### config.mk
export PLATFORM = sky130hd
export DESIGN_NAME = clkcfg_i2c_regs
export DESIGN_NICKNAME = d
export VERILOG_FILES = /design/src/rtl/clkcfg_pkg.sv /design/src/rtl/clkcfg_glitch_filter.sv /design/src/rtl/clkcfg_slave_fsm.sv /design/src/rtl/clkcfg_regbank.sv /design/src/rtl/clkcfg_i2c_regs.sv
export SDC_FILE = /design/constraint.sdc
export NUM_CORES = 1
export LEC_CHECK = 0
export ABC_AREA = 1
export BUFFER_PORTS_ARGS = -buffer_cell sky130_fd_sc_hd__buf_2
export CAP_MARGIN = 20
export CORE_MARGIN = 1.5
export CORE_UTILIZATION = 55
export CTS_BUF_LIST = sky130_fd_sc_hd__clkbuf_8
export CTS_CLUSTER_SIZE = 16
export DETAILED_ROUTE_END_ITERATION = 12
export PLACE_DENSITY = 0.77
export SETUP_SLACK_MARGIN = 0.5
export SLEW_MARGIN = 25
export SYNTH_ARGS = -nofsm -noshare
export SYNTH_HDL_FRONTEND = slang
export SYNTH_HIERARCHICAL = 1
export SYNTH_SLANG_ARGS = --single-unit
### constraint.sdc
create_clock -name clk -period 5 [get_ports clk]
set_input_delay 1 -clock clk [delete_from_list [all_inputs] [get_ports clk]]
set_output_delay 1 -clock clk [all_outputs]
set_load 0.005 [all_outputs]
### src/rtl/clkcfg_pkg.sv
package clkcfg_pkg;

    typedef enum logic [2:0] {
        ST_IDLE,
        ST_DEVADDR,
        ST_REGPTR,
        ST_WDATA,
        ST_EXTRA,
        ST_ACK,
        ST_RDATA,
        ST_IGNORE
    } slv_state_e;

    // filtered line level plus single-cycle edge flags
    typedef struct packed {
        logic lvl;
        logic rise;
        logic fall;
    } line_ev_t;

    localparam logic [1:0] PIN_LOW  = 2'd0;
    localparam logic [1:0] PIN_OPEN = 2'd1;
    localparam logic [1:0] PIN_HIGH = 2'd2;

    function automatic logic [1:0] norm_pin(input logic [1:0] code);
        return (code == 2'd3) ? PIN_OPEN : code;
    endfunction

    function automatic logic [6:0] dev_addr_of(input logic [1:0] s0, input logic [1:0] s1);
        logic [1:0] a0;
        logic [1:0] a1;
        a0 = norm_pin(s0);
        a1 = norm_pin(s1);
        unique case (a1)
            PIN_LOW:  return (a0 == PIN_LOW) ? 7'h69 : (a0 == PIN_OPEN) ? 7'h6C : 7'h70;
            PIN_HIGH: return (a0 == PIN_LOW) ? 7'h72 : (a0 == PIN_OPEN) ? 7'h71 : 7'h74;
            default:  return (a0 == PIN_LOW) ? 7'h64 : (a0 == PIN_OPEN) ? 7'h68 : 7'h62;
        endcase
    endfunction

    // per-register value loaded by reset
    function automatic logic [7:0] reset_code(input int unsigned idx);
        if (idx == 1)                return 8'h08;
        else if (idx >= 2 && idx <= 4) return 8'h07;
        else                         return 8'h00;
    endfunction

endpackage

### src/rtl/clkcfg_glitch_filter.sv
module clkcfg_glitch_filter
    import clkcfg_pkg::*;
#(
    parameter int FILT_LEN = 3
) (
    input  logic     clk,
    input  logic     rst,
    input  logic     raw,
    output line_ev_t ev
);
    logic [1:0]          sync_q;
    logic [FILT_LEN-1:0] win_q;
    logic                lvl_q;
    logic                lvl_p;

    always_ff @(posedge clk) begin
        if (rst) begin
            sync_q <= '1;
            win_q  <= '1;
            lvl_q  <= 1'b1;
            lvl_p  <= 1'b1;
        end else begin
            sync_q <= {sync_q[0], raw};
            win_q  <= {win_q[FILT_LEN-2:0], sync_q[1]};
            // level moves only once the whole window agrees
            if (&win_q)
                lvl_q <= 1'b1;
            else if (~|win_q)
                lvl_q <= 1'b0;
            lvl_p <= lvl_q;
        end
    end

    assign ev.lvl  = lvl_q;
    assign ev.rise = lvl_q & ~lvl_p;
    assign ev.fall = ~lvl_q & lvl_p;

endmodule

### src/rtl/clkcfg_slave_fsm.sv
module clkcfg_slave_fsm
    import clkcfg_pkg::*;
(
    input  logic       clk,
    input  logic       rst,
    input  line_ev_t   scl,
    input  line_ev_t   sda,
    input  logic [6:0] dev_addr,
    input  logic [7:0] rd_data,
    output logic       sda_oe,
    output logic       wr_en,
    output logic [7:0] ptr,
    output logic [7:0] wr_data
);
    slv_state_e st_q;
    slv_state_e ack_nxt_q;
    logic [3:0] bitcnt_q;
    logic [7:0] rx_q;
    logic [7:0] tx_q;
    logic       wrote_q;

    logic ev_start;
    logic ev_stop;
    assign ev_start = sda.fall & scl.lvl & ~scl.rise;
    assign ev_stop  = sda.rise & scl.lvl & ~scl.rise;

    always_ff @(posedge clk) begin
        wr_en <= 1'b0;
        if (rst) begin
            st_q      <= ST_IDLE;
            ack_nxt_q <= ST_IDLE;
            bitcnt_q  <= '0;
            rx_q      <= '0;
            tx_q      <= '0;
            ptr       <= '0;
            wr_data   <= '0;
            sda_oe    <= 1'b0;
            wrote_q   <= 1'b0;
        end else if (ev_stop) begin
            st_q    <= ST_IDLE;
            sda_oe  <= 1'b0;
            wrote_q <= 1'b0;
        end else if (ev_start) begin
            st_q     <= ST_DEVADDR;
            bitcnt_q <= '0;
            sda_oe   <= 1'b0;
            wrote_q  <= 1'b0;
        end else if (scl.rise) begin
            unique case (st_q)
                ST_DEVADDR, ST_REGPTR, ST_WDATA, ST_EXTRA: begin
                    rx_q     <= {rx_q[6:0], sda.lvl};
                    bitcnt_q <= bitcnt_q + 4'd1;
                end
                ST_ACK, ST_RDATA: bitcnt_q <= bitcnt_q + 4'd1;
                default: ;
            endcase
        end else if (scl.fall) begin
            unique case (st_q)
                ST_DEVADDR: if (bitcnt_q == 4'd8) begin
                    if (rx_q[7:1] == dev_addr) begin
                        sda_oe    <= 1'b1;
                        st_q      <= ST_ACK;
                        ack_nxt_q <= rx_q[0] ? ST_RDATA : ST_REGPTR;
                    end else begin
                        st_q <= ST_IGNORE;
                    end
                end
                ST_REGPTR: if (bitcnt_q == 4'd8) begin
                    ptr       <= rx_q;
                    sda_oe    <= 1'b1;
                    st_q      <= ST_ACK;
                    ack_nxt_q <= ST_WDATA;
                end
                ST_WDATA: if (bitcnt_q == 4'd8) begin
                    wr_en     <= 1'b1;
                    wr_data   <= rx_q;
                    wrote_q   <= 1'b1;
                    sda_oe    <= 1'b1;
                    st_q      <= ST_ACK;
                    ack_nxt_q <= ST_EXTRA;
                end
                ST_EXTRA: if (bitcnt_q == 4'd9) bitcnt_q <= '0;
                ST_ACK: if (bitcnt_q == 4'd9) begin
                    bitcnt_q <= '0;
                    st_q     <= ack_nxt_q;
                    if (ack_nxt_q == ST_RDATA) begin
                        tx_q   <= rd_data;
                        sda_oe <= ~rd_data[7];
                    end else begin
                        sda_oe <= 1'b0;
                    end
                end
                ST_RDATA: if (bitcnt_q == 4'd8) begin
                    sda_oe <= 1'b0;
                    st_q   <= ST_IGNORE;
                end else if (bitcnt_q != 4'd0) begin
                    sda_oe <= ~tx_q[6];
                    tx_q   <= {tx_q[6:0], 1'b0};
                end
                default: ;
            endcase
        end
    end

    // the data line is only touched while the clock is low
    a_r7_oe_moves_scl_low: assert property (@(posedge clk) disable iff (rst)
        !$stable(sda_oe) |-> !scl.lvl);

    // a STOP returns to idle with the line released
    a_r9_stop_releases: assert property (@(posedge clk) disable iff (rst)
        ev_stop |=> (st_q == ST_IDLE && !sda_oe));

    // at most one register write per addressed frame
    a_r8_single_write: assert property (@(posedge clk) disable iff (rst)
        wr_en |-> $past(wrote_q) == 1'b0);

endmodule

### src/rtl/clkcfg_regbank.sv
module clkcfg_regbank
    import clkcfg_pkg::*;
#(
    parameter int NREG = 7
) (
    input  logic              clk,
    input  logic              rst,
    input  logic              wr_en,
    input  logic [7:0]        addr,
    input  logic [7:0]        wr_data,
    output logic [7:0]        rd_data,
    output logic [NREG*8-1:0] cfg_q
);
    for (genvar i = 0; i < NREG; i++) begin : g_reg
        logic [7:0] q;
        always_ff @(posedge clk) begin
            if (rst)
                q <= reset_code(i);
            else if (wr_en && (addr == 8'(i) || addr == 8'd0))
                q <= wr_data;
        end
        assign cfg_q[i*8 +: 8] = q;
    end

    always_comb begin
        rd_data = 8'h00;
        for (int i = 0; i < NREG; i++)
            if (addr == 8'(i))
                rd_data = cfg_q[i*8 +: 8];
    end

    // broadcast pointer fills every register with the same byte
    a_r4_broadcast_all: assert property (@(posedge clk) disable iff (rst)
        (wr_en && addr == 8'd0) |=> cfg_q == {NREG{$past(wr_data)}});

    // reserved pointer leaves the bank untouched
    a_r5_reserved_discard: assert property (@(posedge clk) disable iff (rst)
        (wr_en && addr >= 8'(NREG)) |=> $stable(cfg_q));

endmodule

### src/rtl/clkcfg_i2c_regs.sv
module clkcfg_i2c_regs
    import clkcfg_pkg::*;
#(
    parameter int NUM_OUT  = 6,
    parameter int FILT_LEN = 3,
    localparam int NREG    = NUM_OUT + 1
) (
    input  logic              clk,
    input  logic              rst,
    input  logic              scl_i,
    input  logic              sda_i,
    input  logic [1:0]        sel0,
    input  logic [1:0]        sel1,
    output logic              sda_oe,
    output logic [NREG*8-1:0] cfg_q
);
    logic [1:0] raw;
    line_ev_t   ev [2];
    logic       wr_en;
    logic [7:0] ptr;
    logic [7:0] wr_data;
    logic [7:0] rd_data;
    logic [6:0] dev_addr;

    assign raw      = {sda_i, scl_i};
    assign dev_addr = dev_addr_of(sel0, sel1);

    for (genvar g = 0; g < 2; g++) begin : g_filt
        clkcfg_glitch_filter #(.FILT_LEN(FILT_LEN)) u_filt (
            .clk (clk),
            .rst (rst),
            .raw (raw[g]),
            .ev  (ev[g])
        );
    end

    clkcfg_slave_fsm u_fsm (
        .clk      (clk),
        .rst      (rst),
        .scl      (ev[0]),
        .sda      (ev[1]),
        .dev_addr (dev_addr),
        .rd_data  (rd_data),
        .sda_oe   (sda_oe),
        .wr_en    (wr_en),
        .ptr      (ptr),
        .wr_data  (wr_data)
    );

    clkcfg_regbank #(.NREG(NREG)) u_bank (
        .clk     (clk),
        .rst     (rst),
        .wr_en   (wr_en),
        .addr    (ptr),
        .wr_data (wr_data),
        .rd_data (rd_data),
        .cfg_q   (cfg_q)
    );

endmodule

======== After elaboration in Yosys (flattened, before gate mapping) ========
Index checks and enable logic that the tools add are counted.
storage, ports and cells
  register bits ........................... 113
  input port bits ......................... 8
  output and inout bits ................... 57
operators by class
  $add $sub $neg .......................... 1
  equality and inequality tests ........... 37
  multiplexer cells ....................... 51
  bitwise gates (word level) .............. 19
  reductions and logical operators ........ 47
operators with widths
  operator              number
  $mux W8               7
  $mux W3               11
  $mux W4               8
  $mux W7               4
  $eq A8 B3 Y1 const B  3
  $ne A2 B1 Y1 const B  9
  $reduce_and A9 Y1     2
  $eq A8 B2 Y1 const B  2
  $ne A3 B1 Y1 const B  5
  $pmux W7 S2           1
  $reduce_and A7 Y1     2
  $eq A3 B3 Y1 const B  4
  $pmux W3 S4           1
  $reduce_and A6 Y1     2
  $reduce_bool A3 Y1    4
  $reduce_or A6 Y1      2
  $mux W1               11
  $not A1 Y1            11
  $mux W5               2
  $pmux W5 S2           1
  $reduce_or A2 Y1      5
  $pmux W3 S3           1
  $reduce_or A3 Y1      3
  $and A1 B1 Y1         8
  other kinds (24)      46

======== Longest topological paths before layout ========
Gate-level depths: netlist of run 1.
  depth in word-level cells ............... 13
  gate-level depth with buffers ........... 15

======== By module ========
The synthesis of run 1 kept the hierarchy.
by module, submodules not included
  module                times used  cells an instance  area each (µm²)  sequential area each (µm²)
  clkcfg_regbank        1           381                2,695.1          1,121.1
  clkcfg_slave_fsm      1           311                2,205.9          860.8
  clkcfg_glitch_filter  2           27                 229.0            140.1
  clkcfg_i2c_regs       1           22                 102.6            0.0

======== Worst setup path before layout of run 1 ========
Ideal clock, no wire load.
  path kind ............................... input-to-reg
  from .................................... in sel0[1]
  to ...................................... reg u_fsm.ack_nxt_q[2]
  data arrival time ....................... 1.943 ns
  slack ................................... 2.944 ns
  stages .................................. 11
  buffers on the path ..................... 0
  cells stage by stage .................... nor2_1 nand2_1 o21ai_1 xnor2_1 nand2_1 nor2_1 nand2_1 nand2_1 nand3_1 nor2_1 nor2_1
between the ends
  cells in the longest elaborated chain, start to end .. 9
  elaborated cells on any way between the ends .. 14
  classes of those cells .................. eq/ne (4); mux (8); reduce/logical (2)
ends and longest elaborated chain
  what                             RTL line                RTL
  start: declaration               clkcfg_i2c_regs.sv:12   input logic [1:0] sel0,
  $eq A2 B2 Y1                     clkcfg_pkg.sv:26        return (code == 2'd3) ? PIN_OPEN : code;
  $mux W2 (*)                      clkcfg_pkg.sv:26
  $eq A2 B1 Y1                     clkcfg_pkg.sv:36        PIN_HIGH: return (a0 == PIN_LOW) ? 7'h72 : (a0 == PIN_OPEN) ? 7'h71 : 7'h74;
  $mux W3 (2 in series)            clkcfg_pkg.sv:36
  $pmux W5 S2 (*)                  clkcfg_pkg.sv:34        unique case (a1)
  net dev_addr[0]                  clkcfg_i2c_regs.sv:23   logic [6:0] dev_addr;
  $eq A7 B7 Y1 (*)                 clkcfg_slave_fsm.sv:60  if (rx_q[7:1] == dev_addr) begin
  $ne A2 B1 Y1 (no line) (*)       --
  $reduce_and A9 Y1 (no line) (*)  --
  end signal: assignment           clkcfg_slave_fsm.sv:63  ack_nxt_q <= rx_q[0] ? ST_RDATA : ST_REGPTR;
  end: declaration                 clkcfg_slave_fsm.sv:16  slv_state_e ack_nxt_q;
The timed path passes the listed nets; every way through them passes the cells marked *.
A chain may end at the register's enable or synchronous reset.

==> flow_summary.ini, run 1 <==
[layout]
most-common-layout-cells = nand2_1 (139), nor2_1 (134), dfxtp_1 (113), inv_1 (68), buf_2 (64)
nFillCells = 866
design_area_um2 = 6238
fin_util_pct = 64.42
nets = 838
antenna_cells = 0
layout_commonest_cell = nand2_1
drive_gt1_share_pct = 18.33
multi_input_area_um2 = 2700
syn_to_final_growth_pct = 14.23
register_area_um2 = 2262

[timing]
finalSetupTns_ps = 0
setup_viol = 0
fin_crit_ps = 2232
fmax_mhz = 448.1
relSlewSlack_pct = 39.66
hold_slack_ps = 410.8
skew_ps = 9.814
rsz0062_at_grt = false
post-route-period-util_pct = 44.63
drv_slew = 0
finalHoldViolations = 0
worstMarginPinSlew_ps = 904.1

[worst_setup_path]
arrival_ps = 2560
r2r_cells = 11
critical_path_class = register to register
rr_endpoint = u_fsm/wr_data[1]$_SDFFE_PP0P_
cp-end-kind = register
r2r_slack_ps = 2770
critPathLaunchType = register
worstPathMaxFanout = 13
r2r_start = g_filt[0].u_filt/lvl_q$_SDFFE_PP1N_
crit_required_ps = 5330

[place]
hpwl_um = 9691
io_buffers = 64
dpl_cell_area_um2 = 5776
globalplace.congestion = 0.9209

[yosys]
postSynthCellCount = 768
synth-seq-area-share_pct = 41.42
ys_types = 39
avgSynthCellArea_um2 = 7.111
synth-edff-count = 0
synth_ff_type = dfxtp_1
yosysTopAreaCell = dfxtp_1
synth_area_leaders = dfxtp_1 (41%), nand2_1 (9.6%), nor2_1 (9.2%)
async_flop_share_pct = 0
synth_seq_cells = 113
synth_top_family_by_area = simple AND/OR/NAND/NOR gates
synth-compound-area-share_pct = 12.30
synthSimpleGateAreaFrac_pct = 35.37
synth_xor_area_share_pct = 0.8018
syn_area_um2 = 5461
ys_warn_count = 6
synth_fa_ha_area_share_pct = 0.6873
synth.top_cell.area_share_pct = 41.42
synthMuxAreaShare_pct = 0

[pwr]
p_leak_nw = 2.998
power.density_nw_per_um2 = 311.4
ir_drop_uv = 175.3
p_total_mw = 1.942

[global_route]
grt_max_degree = 54
grt_first_pass_wirelength_um = 21880
grt_remaining_overflow = 0
grt_util_all_layers_pct = 27.06
antenna_found_initial = 0
grt_pass1_vias = 4709

[clock_network]
cts_buffer_depth = 2
clk_pin_slew_ps = 70
numCtsBuffers = 17
hold_buffers = 0
postCtsResizedCells = 0
clkLatencyLatePin_ps = 440
h-tree-depth = 4
cts_setup_buffers = 0
cts_tree = built
cts-root-buf = clkbuf_8
cts_sinks = 113

[floorplanning]
num_io_pins = 65
initial_core_util_pct = 56.40
die_w_um = 102.7
rows = 36
dieArea_um2 = 10540
die_y_um = 102.7
core_um2 = 9684

[routing]
first_pass_iters = 5
drtIter0Drc = 460
routed_wirelength_um = 13780
drc_errors = 0
antenna_left = 0
via_count = 5179
avgViaCountPerCell = 5.323
drt-wirelength-per-cell_um = 14.16

[worst_hold_path]
min_path_cells = 1
hold_path_startpoint = g_filt[0].u_filt/sync_q[0]$_SDFF_PP1_
hold_class = register to register
holdPathEnd = g_filt[0].u_filt/sync_q[1]$_SDFF_PP1_

[status]
status = finished, final reports clean

[job]
drv_cap = 0
-- flip-flops by register name, indices dropped and copies added, names as in the netlist --
name	count
u_fsm/sda_oe	1
g_filt.u_filt/lvl_p	2
u_fsm/ptr	8
u_fsm/tx_q	7
g_filt.u_filt/sync_q	4
u_fsm/bitcnt_q	4
u_bank/g.q	56
u_fsm/rx_q	8
u_fsm/wr_data	8
u_fsm/st_q	3
u_fsm/wr_en	1
g_filt.u_filt/win_q	6
u_fsm/ack_nxt_q	3
g_filt.u_filt/lvl_q	2
-- cells by family (layout without fill, tap and decap cells) --
kind of cell,count (synthesis),count (layout)
xor+xnor,5,5
simple gates,409,409
fa+ha+maj,3,3
compound gates,127,127
buf+inv,110,179
flops,113,113
other cells,1,4
-- worst max-delay path, stage by stage (launching register included) --
cell     delay, ps
dfxtp_1        430
inv_1          110
nor2_1         250
inv_2          150
nand3_4        100
nand2_2         80
nor2_1         140
nand2_1        110
nor2_2         380
inv_1          190
nor2_1         130
nor2_1          50
-- how the worst max path moves through the flow --
| stage | start | endpoint | cells past startpoint |
|---|---|---|---|
| after global placement | rst | u_fsm/st_q[1]$_SDFFE_PP0P_ | 7 |
| final | g_filt[0].u_filt/lvl_q$_SDFFE_PP1N_ | u_fsm/wr_data[1]$_SDFFE_PP0P_ | 11 |
| after detailed placement | rst | u_fsm/st_q[2]$_SDFFE_PP0P_ | 6 |
| after CTS | g_filt[0].u_filt/lvl_q$_SDFFE_PP1N_ | u_fsm/ptr[0]$_SDFFE_PP0P_ | 9 |
| after floorplan | sel0[1] | u_fsm/ack_nxt_q[2]$_SDFFE_PP0P_ | 11 |
| after global routing | g_filt[0].u_filt/lvl_q$_SDFFE_PP1N_ | u_fsm/ptr[1]$_SDFFE_PP0P_ | 9 |
-- final cells by class --
class	count	share of cell area (%)
clock buffer	20	4.412
clock inverter	12	3.008
inverter	82	5.114
multi-input combinational	548	43.28
sequential	113	36.26
tap	133	2.667
timing repair buffer	65	5.255
-- through the flow --
| step | std cells | setup WS [ps] |
|---|---|---|
| after floorplan | 771 | 2944 |
| after global placement | 941 | 2518 |
| after detailed placement | 941 | 2413 |
| after CTS | 973 | 2798 |
| after global routing | 973 | 2490 |
| final | 973 | 2768 |
-- Yosys cell counts, types with 11 or more instances --
cell and count:
inv_2 11, a21oi_1 49, nand2_2 12, dfxtp_1 113, o21ai_0 54, inv_1 66
nand3_1 59, nand2_1 139, nor2_1 134, nor2_2 12, nand4_1 16, o21ai_1 14
-- where the power goes --
group / switching [mW] / internal, mW
clock: 0.373 / 0.627
sequential: 0.000679 / 0.902
combinational: 0.0269 / 0.0130
total: 0.400 / 1.54
-- routing by layer --
layer	vias up	wire length, µm	global-route usage, %
met2	214	6485	44.98
met4	0	444	13.59
met3	37	955	5.424
met1	2339	5896	33.47
li1	2589	-	-
met5	-	0	0
Note: power is estimated with default switching activity, not from simulation.
==> run 2, diff against run 1 <==
ABC_AREA = 0   (was 1)
clock period = 2.08 ns   (was 5 ns; I/O delays follow)
==> run 2 against run 1 <==
  * Register-to-register slack worse by 2700 ps
  * Non-clock buffer count is 74 higher
  * Die area is 2.8% higher
  * Sequential power is 140% higher
  * Power is 120% higher
  * Critical path depth is 3 lower
  * Via count is 3.9% higher
  * Worst setup slack worse by 2700 ps
  * Synthesized cell count is 24% lower
  * First-iteration DRC count is 15% higher
  * Global-route usage is 2.9 points higher
  * Largest cell class unchanged
  * Largest power group is now registers
==> flow_summary.ini, run 2 <==
[clock_network]
h-tree-depth = 4
cts-root-buf = clkbuf_8
clk_pin_slew_ps = 70
cts_buffer_depth = 2
numCtsBuffers = 17
cts_tree = built
clkLatencyLatePin_ps = 430
cts_sinks = 113

[layout]
syn_to_final_growth_pct = 32.79
nets = 717
fin_util_pct = 75.66
drive_gt1_share_pct = 39.14
regMostFlops = u_bank/g.q
largest_reg_flops = 56
most-common-layout-cells = dfxtp_1 (99), mux2i_1 (81), buf_2 (62), nand2b_1 (61), buf_4 (57)
antenna_cells = 0
layout_commonest_cell = dfxtp_1
design_area_um2 = 7463

[floorplanning]
core_um2 = 9864
num_io_pins = 65
die_y_um = 104.1
rows = 36
initial_core_util_pct = 56.98
dieArea_um2 = 10830
die_w_um = 104.1

[yosys]
ys_types = 71
synth-compound-area-share_pct = 12.13
postSynthCellCount = 580
synthSimpleGateAreaFrac_pct = 23.66
synth_fa_ha_area_share_pct = 0.6679
synth_top_family_by_area = simple AND/OR/NAND/NOR gates
yosysMostFrequentCell = dfxtp_1
synth_area_leaders = dfxtp_1 (40%), mux2i_1 (14%), nand2b_1 (6.9%)
async_flop_share_pct = 0
synth_seq_cells = 113
synth.top_cell.area_share_pct = 40.25
yosysTopAreaCell = dfxtp_1
synth-seq-area-share_pct = 40.25
synth_ff_type = dfxtp_1
avgSynthCellArea_um2 = 9.690
synth_xor_area_share_pct = 1.558
netlist_top_cells_count = dfxtp_1 (113), mux2i_1 (81), nand2b_1 (62)
ys_warn_count = 6
synth-edff-count = 0
syn_area_um2 = 5620
synthMuxAreaShare_pct = 17.43

[place]
hpwl_um = 9760
io_buffers = 64
globalplace.congestion = 0.8681
dpl_cell_area_um2 = 6198

[routing]
drc_errors = 0
routed_wirelength_um = 18550
via_count = 5381
avgViaCountPerCell = 6.323
first_pass_iters = 8
antenna_left = 0
drt-wirelength-per-cell_um = 21.80
drtIter0Drc = 529

[worst_setup_path]
worstPathMaxFanout = 6
crit_required_ps = 2390
cpMostUsedCell = o21ai_1
cp-end-kind = register
critical_path_class = register to register
path_cells = buf_6 -> nor2b_1 -> a31o_2 -> a2111oi_4 -> o21ai_1 -> o21ai_1 -> and3_1 -> a211oi_2
slowest_delay_ps = 400
critical_path_buf_inv_count = 1
critPathSlowestCell = a2111oi_4
crit_family = compound AO/OA/AOI/OAI gates
arrival_ps = 2310
critPathLaunchType = register

[timing]
drv_slew = 0
rsz0062_at_grt = true
fin_crit_ps = 1999
setup_viol = 0
post-route-period-util_pct = 96.08
worstMarginPinSlew_ps = 810.2
relSlewSlack_pct = 45.85
fmax_mhz = 500.4
finalSetupTns_ps = 0
skew_ps = 9.261
finalHoldViolations = 0

[job]
drv_cap = 0

[global_route]
grt_remaining_overflow = 0
grt_util_all_layers_pct = 30.00
antenna_found_initial = 0
grt_first_pass_wirelength_um = 25760
grt_pass1_vias = 4978
grt_max_degree = 39

[pwr]
power.density_nw_per_um2 = 575.2
p_leak_nw = 3.396
ir_drop_uv = 418.7

[worst_hold_path]
hold_class = input port to register

[status]
status = finished, final reports clean
run 2: cell count changes after synthesis, sizes merged, moves of 11 or more:
cell | before | now
nand3 | 64 | 15
mux2 | 0 | 11
nor2b | 0 | 20
nand2b | 0 | 62
a21oi | 50 | 15
inv | 80 | 8
mux2i | 0 | 81
nand2 | 156 | 20
o21ai | 70 | 11
nand4 | 16 | 4
nor2 | 152 | 60
run 2: through the flow:
step	instances	total power [mW]	worst slack (ps)	hold WS (ps)
global route	851	4.411	67.77	180.0
global placement	774	2.321	-10.67	388.4
CTS	837	4.291	294.5	137.6
detailed placement	774	2.326	-73.45	393.1
finish	851	4.293	81.47	159.4
floorplan	581	2.285	216.4	383.2
run 2: where the power goes:
group | switching (mW) | internal, mW | total, mW
logic | 0.0694 | 0.0569 | 0.126
clock network | 0.907 | 1.10 | 2.01
registers | 0.00178 | 2.16 | 2.16
run 2: what timing repair did:
action	in CTS	in global routing
cloned	3	1
resized for setup	61	65
endpoints found under the setup margin	81	92
pin swaps	16	37
hold buffers	0	0
buffers inserted	29	13
run 2: worst paths after layout:
check	to	depth (start not counted)	startpoint	slack [ps]
worst max register to register	u_fsm/sda_oe$_SDFFE_PP0P_	8	u_fsm/ptr[1]$_SDFFE_PP0P_	80
worst min register to register	g_filt[0].u_filt/win_q[0]$_SDFF_PP1_	1	g_filt[0].u_filt/sync_q[1]$_SDFF_PP1_	410
worst max-delay path	u_fsm/sda_oe$_SDFFE_PP0P_	8	u_fsm/ptr[1]$_SDFFE_PP0P_	80
worst min-delay path	g_filt[0].u_filt/sync_q[0]$_SDFF_PP1_	2	scl_i	160
run 2: layout make-up:
| cell class | count | area, µm² |
|---|---|---|
| clock buffers | 19 | 261.5 |
| clock inverters | 12 | 117.6 |
| fillers | 580 | 2401 |
| inverters | 8 | 32.53 |
| multi-input cells | 427 | 3576 |
| flip-flops and latches | 113 | 2305 |
| well taps | 133 | 166.4 |
| repair buffers | 139 | 1005 |
run 2: layer usage:
metal  vias to the layer above  wire [µm]  GRT usage, %
li1                       2304          -             -
met1                      2530       6822         36.32
met2                       411       8853         51.14
met3                       136       1928         6.767
met4                         0        944         12.80
met5                         -          0             0
run 2: cell families (layout without fill, tap and decap cells):
group | Yosys count | after routing
mux | 94 | 94
xor+xnor | 10 | 10
other cells | 1 | 2
fa+ha+maj | 3 | 3
buf+inv | 43 | 178
simple gates | 229 | 230
compound gates | 87 | 88
flops | 113 | 113
